==> src/rtl/wlg_pkg.sv <==
// Shared constants for the write-once lock and reset gate.
// Assumes an 8-bit configuration byte whose bit positions are decoded by
// the alarm output logic and by host readback software.
package wlg_pkg;
    localparam int BYTE_W  = 8;
    localparam int B_ZERO  = 7;
    localparam int B_ALARM = 6;
    localparam int B_RLOCK = 5;
    localparam int B_MLOCK = 4;
    localparam int B_MODE  = 3;
    localparam int B_RSTEN = 2;
    localparam int B_POL   = 1;
    localparam int B_ECMSB = 0;
    localparam logic [BYTE_W-1:0] CTL_MASK =
        (BYTE_W'(1) << B_MODE) | (BYTE_W'(1) << B_RSTEN) | (BYTE_W'(1) << B_POL);
    localparam int NUM_CLR = 3;
endpackage

==> src/rtl/wlg_key_arm.sv <==
// Key-sequence detector and sticky lock flag.
// Assumes at most one host write per cycle. The lock sets when KEY reaches
// LOCK_ADDR on two back-to-back writes; any other write in between cancels
// the arming. Only rst_n clears the flag.
module wlg_key_arm #(
    parameter int          ADDR_W    = 5,
    parameter int          LOCK_ADDR = 30,
    parameter logic [7:0]  KEY       = 8'hAA
) (
    input  logic              clk,
    input  logic              rst_n,
    input  logic              wr_en,
    input  logic [ADDR_W-1:0] wr_addr,
    input  logic [7:0]        wr_data,
    output logic              locked
);
    localparam logic [ADDR_W-1:0] LOCK_A = ADDR_W'(LOCK_ADDR);

    logic key_hit;
    logic armed_q;
    logic lock_q;

    // Purpose: recognise one key write at this lock's address.
    always_comb key_hit = wr_en && (wr_addr == LOCK_A) && (wr_data == KEY);

    // Purpose: track the first key write and latch the lock on the second.
    always_ff @(posedge clk) begin
        if (!rst_n) begin
            armed_q <= 1'b0;
            lock_q  <= 1'b0;
        end else if (wr_en) begin
            armed_q <= key_hit && !armed_q;
            if (key_hit && armed_q)
                lock_q <= 1'b1;
        end
    end

    assign locked = lock_q;


    lock_sticky_chk: assert property (@(posedge clk) disable iff (!rst_n)
        lock_q |=> lock_q);
    // lock only follows an armed key write
    lock_cause_chk: assert property (@(posedge clk) disable iff (!rst_n)
        $rose(lock_q) |-> $past(armed_q && key_hit));
endmodule

==> src/rtl/wlg_region_gate.sv <==
// Address window decoder with lock gating for one writable region.
// Assumes the window [BASE, BASE+SPAN) fits in the address space.
module wlg_region_gate #(
    parameter int ADDR_W = 5,
    parameter int BASE   = 1,
    parameter int SPAN   = 10
) (
    input  logic              wr_en,
    input  logic [ADDR_W-1:0] wr_addr,
    input  logic              lock,
    output logic              region_we
);
    localparam logic [ADDR_W:0] LO_X = (ADDR_W+1)'(BASE);
    localparam logic [ADDR_W:0] HI_X = (ADDR_W+1)'(BASE + SPAN);

    logic in_window;

    // Purpose: decode the window and suppress writes while locked.
    always_comb begin
        in_window = ({1'b0, wr_addr} >= LO_X) && ({1'b0, wr_addr} < HI_X);
        region_we = wr_en && in_window && !lock;
    end
endmodule

==> src/rtl/wlg_cfg_reg.sv <==
// Holder for the host-writable bits of the configuration byte.
// Assumes the caller decodes the address; only bits in CTL_MASK are kept,
// all other stored positions stay 0.
module wlg_cfg_reg
    import wlg_pkg::*;
(
    input  logic              clk,
    input  logic              rst_n,
    input  logic              wr_sel,
    input  logic [BYTE_W-1:0] wr_data,
    output logic [BYTE_W-1:0] ctl_q
);
    // Purpose: load masked control bits on a configuration write.
    always_ff @(posedge clk) begin
        if (!rst_n)
            ctl_q <= '0;
        else if (wr_sel)
            ctl_q <= wr_data & CTL_MASK;
    end


    ctl_hold_chk: assert property (@(posedge clk) disable iff (!rst_n)
        !wr_sel |=> $stable(ctl_q));
endmodule

==> src/rtl/wlg_reset_gate.sv <==
// Qualifies the reset command and issues one-cycle clear strobes.
// Assumes each strobe output feeds one storage region; all fire together.
module wlg_reset_gate #(
    parameter int N_OUT = 3
) (
    input  logic             clk,
    input  logic             rst_n,
    input  logic             cmd,
    input  logic             rst_en,
    input  logic             reg_lock,
    output logic [N_OUT-1:0] clr
);
    logic permit;

    // Purpose: allow a clear only when enabled and not register-locked.
    always_comb permit = cmd && rst_en && !reg_lock;

    for (genvar i = 0; i < N_OUT; i++) begin : g_strobe
        // Purpose: register one clear strobe for region i.
        always_ff @(posedge clk) begin
            if (!rst_n)
                clr[i] <= 1'b0;
            else
                clr[i] <= permit;
        end
    end
endmodule

==> src/rtl/wlock_gate.sv <==
// Top of the write-once lock and reset gate.
// Assumes decoded host writes (one per cycle) and that the downstream
// registers honour reg_wr_en / mem_wr_en. Key addresses and windows are
// parameters; defaults give a 5-bit map.
module wlock_gate
    import wlg_pkg::*;
#(
    parameter int         ADDR_W       = 5,
    parameter int         CFG_ADDR     = 0,
    parameter int         REG_BASE     = 1,
    parameter int         REG_SPAN     = 10,
    parameter int         MEM_BASE     = 11,
    parameter int         MEM_SPAN     = 10,
    parameter int         REG_KEY_ADDR = 30,
    parameter logic [7:0] REG_KEY      = 8'hAA,
    parameter int         MEM_KEY_ADDR = 31,
    parameter logic [7:0] MEM_KEY      = 8'hF0
) (
    input  logic              clk,
    input  logic              rst_n,
    input  logic              wr_en,
    input  logic [ADDR_W-1:0] wr_addr,
    input  logic [7:0]        wr_data,
    input  logic              rst_cmd,
    input  logic              alarm_flag,
    input  logic              ecount_msb,
    output logic              reg_wr_en,
    output logic              mem_wr_en,
    output logic              reg_lock,
    output logic              mem_lock,
    output logic [7:0]        cfg_rdata,
    output logic              alarm_mode,
    output logic              alarm_pol,
    output logic              clr_elapsed,
    output logic              clr_store,
    output logic              clr_events
);
    localparam logic [ADDR_W-1:0] CFG_A = ADDR_W'(CFG_ADDR);

    logic              cfg_sel;
    logic [BYTE_W-1:0] ctl;
    logic [NUM_CLR-1:0] clr_vec;

    // Purpose: select the configuration byte for a host write.
    always_comb cfg_sel = wr_en && (wr_addr == CFG_A);

    wlg_key_arm #(.ADDR_W(ADDR_W), .LOCK_ADDR(REG_KEY_ADDR), .KEY(REG_KEY)) u_reg_arm (
        .clk(clk), .rst_n(rst_n), .wr_en(wr_en), .wr_addr(wr_addr),
        .wr_data(wr_data), .locked(reg_lock));

    wlg_key_arm #(.ADDR_W(ADDR_W), .LOCK_ADDR(MEM_KEY_ADDR), .KEY(MEM_KEY)) u_mem_arm (
        .clk(clk), .rst_n(rst_n), .wr_en(wr_en), .wr_addr(wr_addr),
        .wr_data(wr_data), .locked(mem_lock));

    wlg_region_gate #(.ADDR_W(ADDR_W), .BASE(REG_BASE), .SPAN(REG_SPAN)) u_reg_win (
        .wr_en(wr_en), .wr_addr(wr_addr), .lock(reg_lock), .region_we(reg_wr_en));

    wlg_region_gate #(.ADDR_W(ADDR_W), .BASE(MEM_BASE), .SPAN(MEM_SPAN)) u_mem_win (
        .wr_en(wr_en), .wr_addr(wr_addr), .lock(mem_lock), .region_we(mem_wr_en));

    wlg_cfg_reg u_cfg (
        .clk(clk), .rst_n(rst_n), .wr_sel(cfg_sel), .wr_data(wr_data), .ctl_q(ctl));

    wlg_reset_gate #(.N_OUT(NUM_CLR)) u_rgate (
        .clk(clk), .rst_n(rst_n), .cmd(rst_cmd), .rst_en(ctl[B_RSTEN]),
        .reg_lock(reg_lock), .clr(clr_vec));

    // Purpose: assemble the readback byte from stored and status bits.
    always_comb begin
        cfg_rdata          = ctl;
        cfg_rdata[B_ZERO]  = 1'b0;
        cfg_rdata[B_ALARM] = alarm_flag;
        cfg_rdata[B_RLOCK] = reg_lock;
        cfg_rdata[B_MLOCK] = mem_lock;
        cfg_rdata[B_ECMSB] = ecount_msb;
    end

    assign alarm_mode  = ctl[B_MODE];
    assign alarm_pol   = ctl[B_POL];
    assign clr_elapsed = clr_vec[0];
    assign clr_store   = clr_vec[1];
    assign clr_events  = clr_vec[2];


    reg_gate_chk: assert property (@(posedge clk) disable iff (!rst_n)
        reg_lock |-> !reg_wr_en);

    mem_gate_chk: assert property (@(posedge clk) disable iff (!rst_n)
        mem_lock |-> !mem_wr_en);

    clr_enable_chk: assert property (@(posedge clk) disable iff (!rst_n)
        !ctl[B_RSTEN] |=> !clr_elapsed);

    clr_lock_chk: assert property (@(posedge clk) disable iff (!rst_n)
        reg_lock |=> !(clr_elapsed || clr_store || clr_events));

    clr_together_chk: assert property (@(posedge clk) disable iff (!rst_n)
        clr_elapsed |-> (clr_store && clr_events));
endmodule

==> config.mk <==
export PLATFORM = sky130hd
export DESIGN_NAME = wlock_gate
export DESIGN_NICKNAME = d
export VERILOG_FILES = /design/src/rtl/wlg_pkg.sv /design/src/rtl/wlg_key_arm.sv /design/src/rtl/wlg_region_gate.sv /design/src/rtl/wlg_cfg_reg.sv /design/src/rtl/wlg_reset_gate.sv /design/src/rtl/wlock_gate.sv
export SDC_FILE = /design/constraint.sdc
export NUM_CORES = 1
export LEC_CHECK = 0
export BUFFER_PORTS_ARGS = -buffer_cell sky130_fd_sc_hd__buf_2
export CORE_MARGIN = 1.5
export CORE_UTILIZATION = 35
export DETAILED_ROUTE_END_ITERATION = 16
export MAX_ROUTING_LAYER = met4
export PLACE_DENSITY = 0.73
export SLEW_MARGIN = 10
export SYNTH_ARGS = -nofsm -noshare
export SYNTH_HDL_FRONTEND = slang
export SYNTH_SLANG_ARGS = --single-unit
==> constraint.sdc <==
create_clock -name clk -period 1.1 [get_ports clk]
set_clock_uncertainty 0.15 [all_clocks]
set_input_delay 0.165 -clock clk [delete_from_list [all_inputs] [get_ports clk]]
set_output_delay 0.165 -clock clk [all_outputs]
set_load 0.01 [all_outputs]
# --- Word-level counts from Yosys, hierarchy flattened ---
# Cells that the tools add are included.
# Widths: inputs -> output; s select.
word_totals:
  input_bits: 19
  reg_bits: 8
  wordCells: 38
op_classes:
  magnitude_cmp: 4
  n_eq_ne: 4
  reduce_logical: 24
ops:
  columns: ["cell", "count"]
  rows:
  - ["$logic_and 1x1->1", 17]
  - ["$eq 8x8->1 const B", 2]
  - ["$eq 5x5->1 const B", 2]
  - ["$ge 5x1->1 const B", 1]
  - ["$ge 5x4->1 const B", 1]
  - ["$logic_not 5->1", 1]
  - ["$lt 5x4->1 const B", 1]
  - ["$lt 5x5->1 const B", 1]
  - ["$logic_not 1->1", 4]
  - ["$reduce_and 2->1", 2]

# --- Depth between registers and ports, before layout ---
logic_depth:
  ltp_word: 5
  depth_mapped: 4
  mapped_depth_nobuf: 3

# --- Modules after synthesis ---
# From an unflattened synthesis, not the netlist that was laid out.
hier_totals:
  cells_unflattened: 64
  hier_area_um2: 569.3
by_module_without_submodules:
  columns: ["module", "area_each_um2", "n_inst", "cells_per_inst"]
  rows:
  - ["wlg_cfg_reg", 150.1, 1, 15]
  - ["wlg_key_arm at u_reg_arm", 115.1, 1, 13]
  - ["wlg_key_arm at u_mem_arm", 110.1, 1, 13]
  - ["wlock_gate", 76.3, 1, 10]
  - ["wlg_reset_gate", 45.0, 1, 4]
  - ["wlg_region_gate at u_mem_win", 42.5, 1, 5]
  - ["wlg_region_gate at u_reg_win", 30.0, 1, 4]

# --- Least setup slack after synthesis ---
# Ideal clock, no wire load.
synth_timing:
  kind: "in2out"
  startpoint: "input port wr_addr[1]"
  endpoint: "output port reg_wr_en"
  path_stages: 2
  t_arrival_ps: 922
  path_slack_ps: -137
  path_buffers: 0
  required_ps: 785
  cell_sequence: "a21o_1 > a2111oi_1"
synth_via:
  elab_chain_cells: 4
  word_cells_on_any_way: 5
  cone_classes: "2 x order compare; 3 x reduce/logical"
synth_rtl:
  columns: ["item", "line_no", "text"]
  rows:
  - ["from (decl)", "wlock_gate.sv:22", "input logic [ADDR_W-1:0] wr_addr,"]
  - ["$ge 5x1->1 / $lt 5x4->1 (equally long branches)", "wlg_region_gate.sv:20", "in_window = ({1'b0, wr_addr} >= LO_X) && ({1'b0, wr_addr} < HI_X);"]
  - ["$logic_and 1x1->1 *", "wlg_region_gate.sv:20", null]
  - ["$logic_and 1x1->1 * (2 in series)", "wlg_region_gate.sv:21", "region_we = wr_en && in_window && !lock;"]
  - ["to (decl)", "wlock_gate.sv:27", "output logic reg_wr_en,"]
# Every way passes the cells marked *; elsewhere a longest branch is shown, timed or not.

# --- Worst setup path in the final report ---
layout_timing:
  startpoint: "register u_mem_arm.lock_q (netlist: u_mem_arm.locked)"
  endpoint: "output port mem_wr_en"
layout_via:
  elab_chain_cells: 2
layout_rtl:
  columns: ["item", "line_no", "text"]
  rows:
  - ["from (decl)", "wlg_key_arm.sv:21", "logic lock_q;"]
  - ["from (signal assigned)", "wlg_key_arm.sv:30", "lock_q <= 1'b0;"]
  - ["from (signal assigned)", "wlg_key_arm.sv:34", "lock_q <= 1'b1;"]
  - ["$logic_not 1->1", "wlg_region_gate.sv:21", null]
  - ["$logic_and 1x1->1", "wlg_region_gate.sv:21", null]
  - ["to (decl)", "wlock_gate.sv:28", "output logic mem_wr_en,"]
# Every way passes these cells.

==> run summary <==
## Drt
- total via count in the routed design: 560
- Routed Wire Length: 1520 um
- wire length per cell after detailed routing: 14.5 um
- violation count after the first detailed-routing iteration: 19
- number of nets with antenna violations after detailed routing: 0
- number of iterations in the first detailed-routing pass: 4
- vias per std cell: 5.33
- drc violations: 0

## Layout
- cell area after layout: 798 um2
- Util after Layout: 59.8%
- nets@finish: 111
- proportion of layout cells with a drive suffix above 1: 56.7%
- diodes inserted: 0
- number of cells in the finished layout apart from fillers: 105
- growth of design area from synthesis to finish: 54.5%

## Synth
- count of different cell masters after synthesis: 22
- post-synthesis sequential area ratio: 31.0%
- Syn Nets: 79
- yosys warns: 0
- average footprint of a synthesized cell: 8.61 um2
- Syn Inst Count: 60
- flop and latch count out of synthesis: 8
- area of the mapped netlist: 517 um2

## Place
- DP HPWL: 1010 um
- post-place setup slack: -241 ps
- Post-Place Cell Area: 666 um2
- count of placed standard cells including taps: 100
- weighted congestion reported at the end of routability-driven placement: 0.774
- Port Buffers: 30

## STA
- Tmin final: 1280 ps
- final hold slack: 13.4 ps
- fin worst setup slack: -177 ps
- setup-violating endpoint count in the final report: 6
- endpoints failing hold: 0
- unrepaired setup endpoints after global routing: yes
- number of max-slew violations in the final report: 0
- final worst-path cycle share: 116%
- timing-limited maximum frequency: 783 MHz

## Clock tree
- number of sinks on the clock net: 8
- clock insertion delay at the later pin of the skew report: 260 ps
- count of hold-fix buffers inserted at cts: 0
- library cell used as clock root buffer: sky130_fd_sc_hd__clkbuf_4
- CTS tree: built
- CTS buffer count: 3
- clk buf depth: 2
- level count of the clock H-tree: 1
- Clk pin slew, worst setup/hold paths: 60 ps

## Global route
- vias in the first global route: 539
- GR Util All Layers: 18.7%
- largest net degree at the start of global routing: 16
- global-route wire length before repair: 2440 um
- number of antenna violations at the first check in global routing: 0
- GRT overflow: 0

## Die
- core area: 0.00133 mm2
- die boundary height: 41.4 um
- Core Rows: 13
- initial cell density of the core: 38.7%
- I/O Pins: 36
- Die W: 41.4 um
- die area: 0.00172 mm2

## Setup path
- category of the critical setup timing path: reg -> out
- sort of element at the end of the critical path: output port
- Worst setup SP type: register
- data required time at the worst endpoint: 780 ps
- data arrival time of the worst path: 960 ps
- biggest fanout along the worst timing path: 2

## Pwr
- worst voltage drop across the vdd grid: 476 uV
- leakage power summed over all cells: 0.361 nW
- Cell Pwr Density: 835 mW/mm2

## Run status
- failing checks: setup timing
- run status: finished, violations left

## Flow run
- Max-Cap Viols: 0

## Hold path
- class of the worst hold path: in -> reg

cells in the mapped netlist (all sizes together):
cell / number / area [um2]
and4b: 2 / 20.0
nand2: 8 / 30.0
nor2b: 1 / 6.26
nor4: 1 / 12.5
dfxtp: 8 / 160
conb: 1 / 3.75
a21oi: 1 / 5.00
clkbuf: 1 / 3.75
nor2: 2 / 7.51
nand3b: 4 / 30.0
and3b: 1 / 8.76
nand3: 2 / 10.0
a21o: 1 / 7.51
nand2b: 2 / 12.5
buf: 11 / 82.6
nand4bb: 1 / 11.3
a2111oi: 1 / 10.0
nand4b: 2 / 17.5
o31ai: 4 / 30.0
mux2i: 3 / 30.0
o21ai: 1 / 5.00
nand4: 2 / 12.5
worst max-delay path, stage by stage, from the launching register on:
cell and delay, ps:
sky130_fd_sc_hd__dfxtp_2 320, sky130_fd_sc_hd__nand2b_4 130, sky130_fd_sc_hd__a21oi_2 110, sky130_fd_sc_hd__buf_2 140
registers in the layout (all words and copies together), names as in the netlist:
register,flops
u_reg_arm.locked,1
u_rgate.clr,1
u_cfg.ctl_q,3
u_mem_arm.armed_q,1
u_mem_arm.locked,1
u_reg_arm.armed_q,1
final timing paths:
check,from,endpoint,slack [ps],depth (start not counted)
worst max-delay path,u_mem_arm.locked$_SDFFE_PN0P_,mem_wr_en,-180,3
worst min-delay path,wr_data[3],u_cfg.ctl_q[3]$_SDFFE_PN0P_,10,3
worst max register to register,u_reg_arm.armed_q$_SDFFE_PN0P_,u_reg_arm.armed_q$_SDFFE_PN0P_,170,2
worst min register to register,u_cfg.ctl_q[3]$_SDFFE_PN0P_,u_cfg.ctl_q[3]$_SDFFE_PN0P_,310,2
layout make-up:
type,instances,area [um2]
clock buffers,3,22.5
fillers,120,536
multi-input cells,40,309
flip-flops and latches,8,165
well taps,15,18.8
repair buffers,39,283
power by group:
group          internal (mW)  switching (mW)  leakage [nW]  total, mW
Combinational         0.0742          0.0674         0.281      0.142
Sequential             0.291        0.000589        0.0665      0.291
Clock                  0.125           0.108        0.0138      0.234
cell families after synthesis:
| family | after synthesis | share of synthesized area [%] |
|---|---|---|
| simple gates | 28 | 34.6 |
| buf+inv | 12 | 16.7 |
| compound gates | 8 | 11.1 |
| flops | 8 | 31.0 |
| mux | 3 | 5.81 |
| other cells | 1 | 0.726 |
per-stage QoR:
stage	TNS (ps)	power [mW]
floorplan	-40.5	0.347
global placement	-1160	0.407
detailed placement	-1380	0.411
CTS	-487	0.652
global route	-578	0.696
finish	-462	0.667
what timing repair did:
action / CTS / global route
pin swaps: 2 / 0
endpoints found under the setup margin: 4 / 13
endpoints found under the hold margin: 0 / 0
gates cloned: 0 / 0
buffers inserted: 1 / 1
resized for setup: 16 / 8
cell usage in the layout, fill, tap and decap left out:
| master | synthesis | final |
|---|---|---|
| sky130_fd_sc_hd__buf_2 | 0 | 22 |
| sky130_fd_sc_hd__buf_6 | 0 | 10 |
| sky130_fd_sc_hd__nand2_1 | 8 | 8 |
| sky130_fd_sc_hd__buf_4 | 11 | 6 |
| sky130_fd_sc_hd__nand3b_1 | 4 | 4 |
| sky130_fd_sc_hd__o31ai_1 | 4 | 4 |
| sky130_fd_sc_hd__dfxtp_2 | 0 | 4 |
| sky130_fd_sc_hd__dfxtp_1 | 8 | 4 |
| sky130_fd_sc_hd__mux2i_1 | 3 | 3 |
| sky130_fd_sc_hd__clkbuf_4 | 0 | 3 |
| sky130_fd_sc_hd__and4b_1 | 2 | 2 |
| sky130_fd_sc_hd__nand4_1 | 2 | 2 |
| sky130_fd_sc_hd__nor2_1 | 2 | 2 |
| sky130_fd_sc_hd__nand3_1 | 2 | 2 |
| sky130_fd_sc_hd__nand4b_1 | 2 | 2 |
| sky130_fd_sc_hd__o21ai_0 | 1 | 1 |
| sky130_fd_sc_hd__a21o_1 | 1 | 1 |
| sky130_fd_sc_hd__nand2b_4 | 0 | 1 |
| sky130_fd_sc_hd__a21oi_2 | 0 | 1 |
| sky130_fd_sc_hd__nor4_4 | 0 | 1 |
| sky130_fd_sc_hd__nand2b_1 | 2 | 1 |
| sky130_fd_sc_hd__a2111oi_4 | 0 | 1 |
| sky130_fd_sc_hd__nor2b_1 | 1 | 1 |
| sky130_fd_sc_hd__nand4bb_1 | 1 | 1 |
| sky130_fd_sc_hd__and3b_2 | 0 | 1 |
| sky130_fd_sc_hd__conb_1 | 1 | 1 |
| sky130_fd_sc_hd__buf_8 | 0 | 1 |
per-layer routing:
layer	up-vias	GRT usage [%]	share of wire (%)
met5	-	-	0
met4	0	8.39	0.92
met3	2	5.65	4.8
met2	21	30.3	53
met1	266	21.1	41
li1	271	-	-
(Power assumes the default switching activity.)
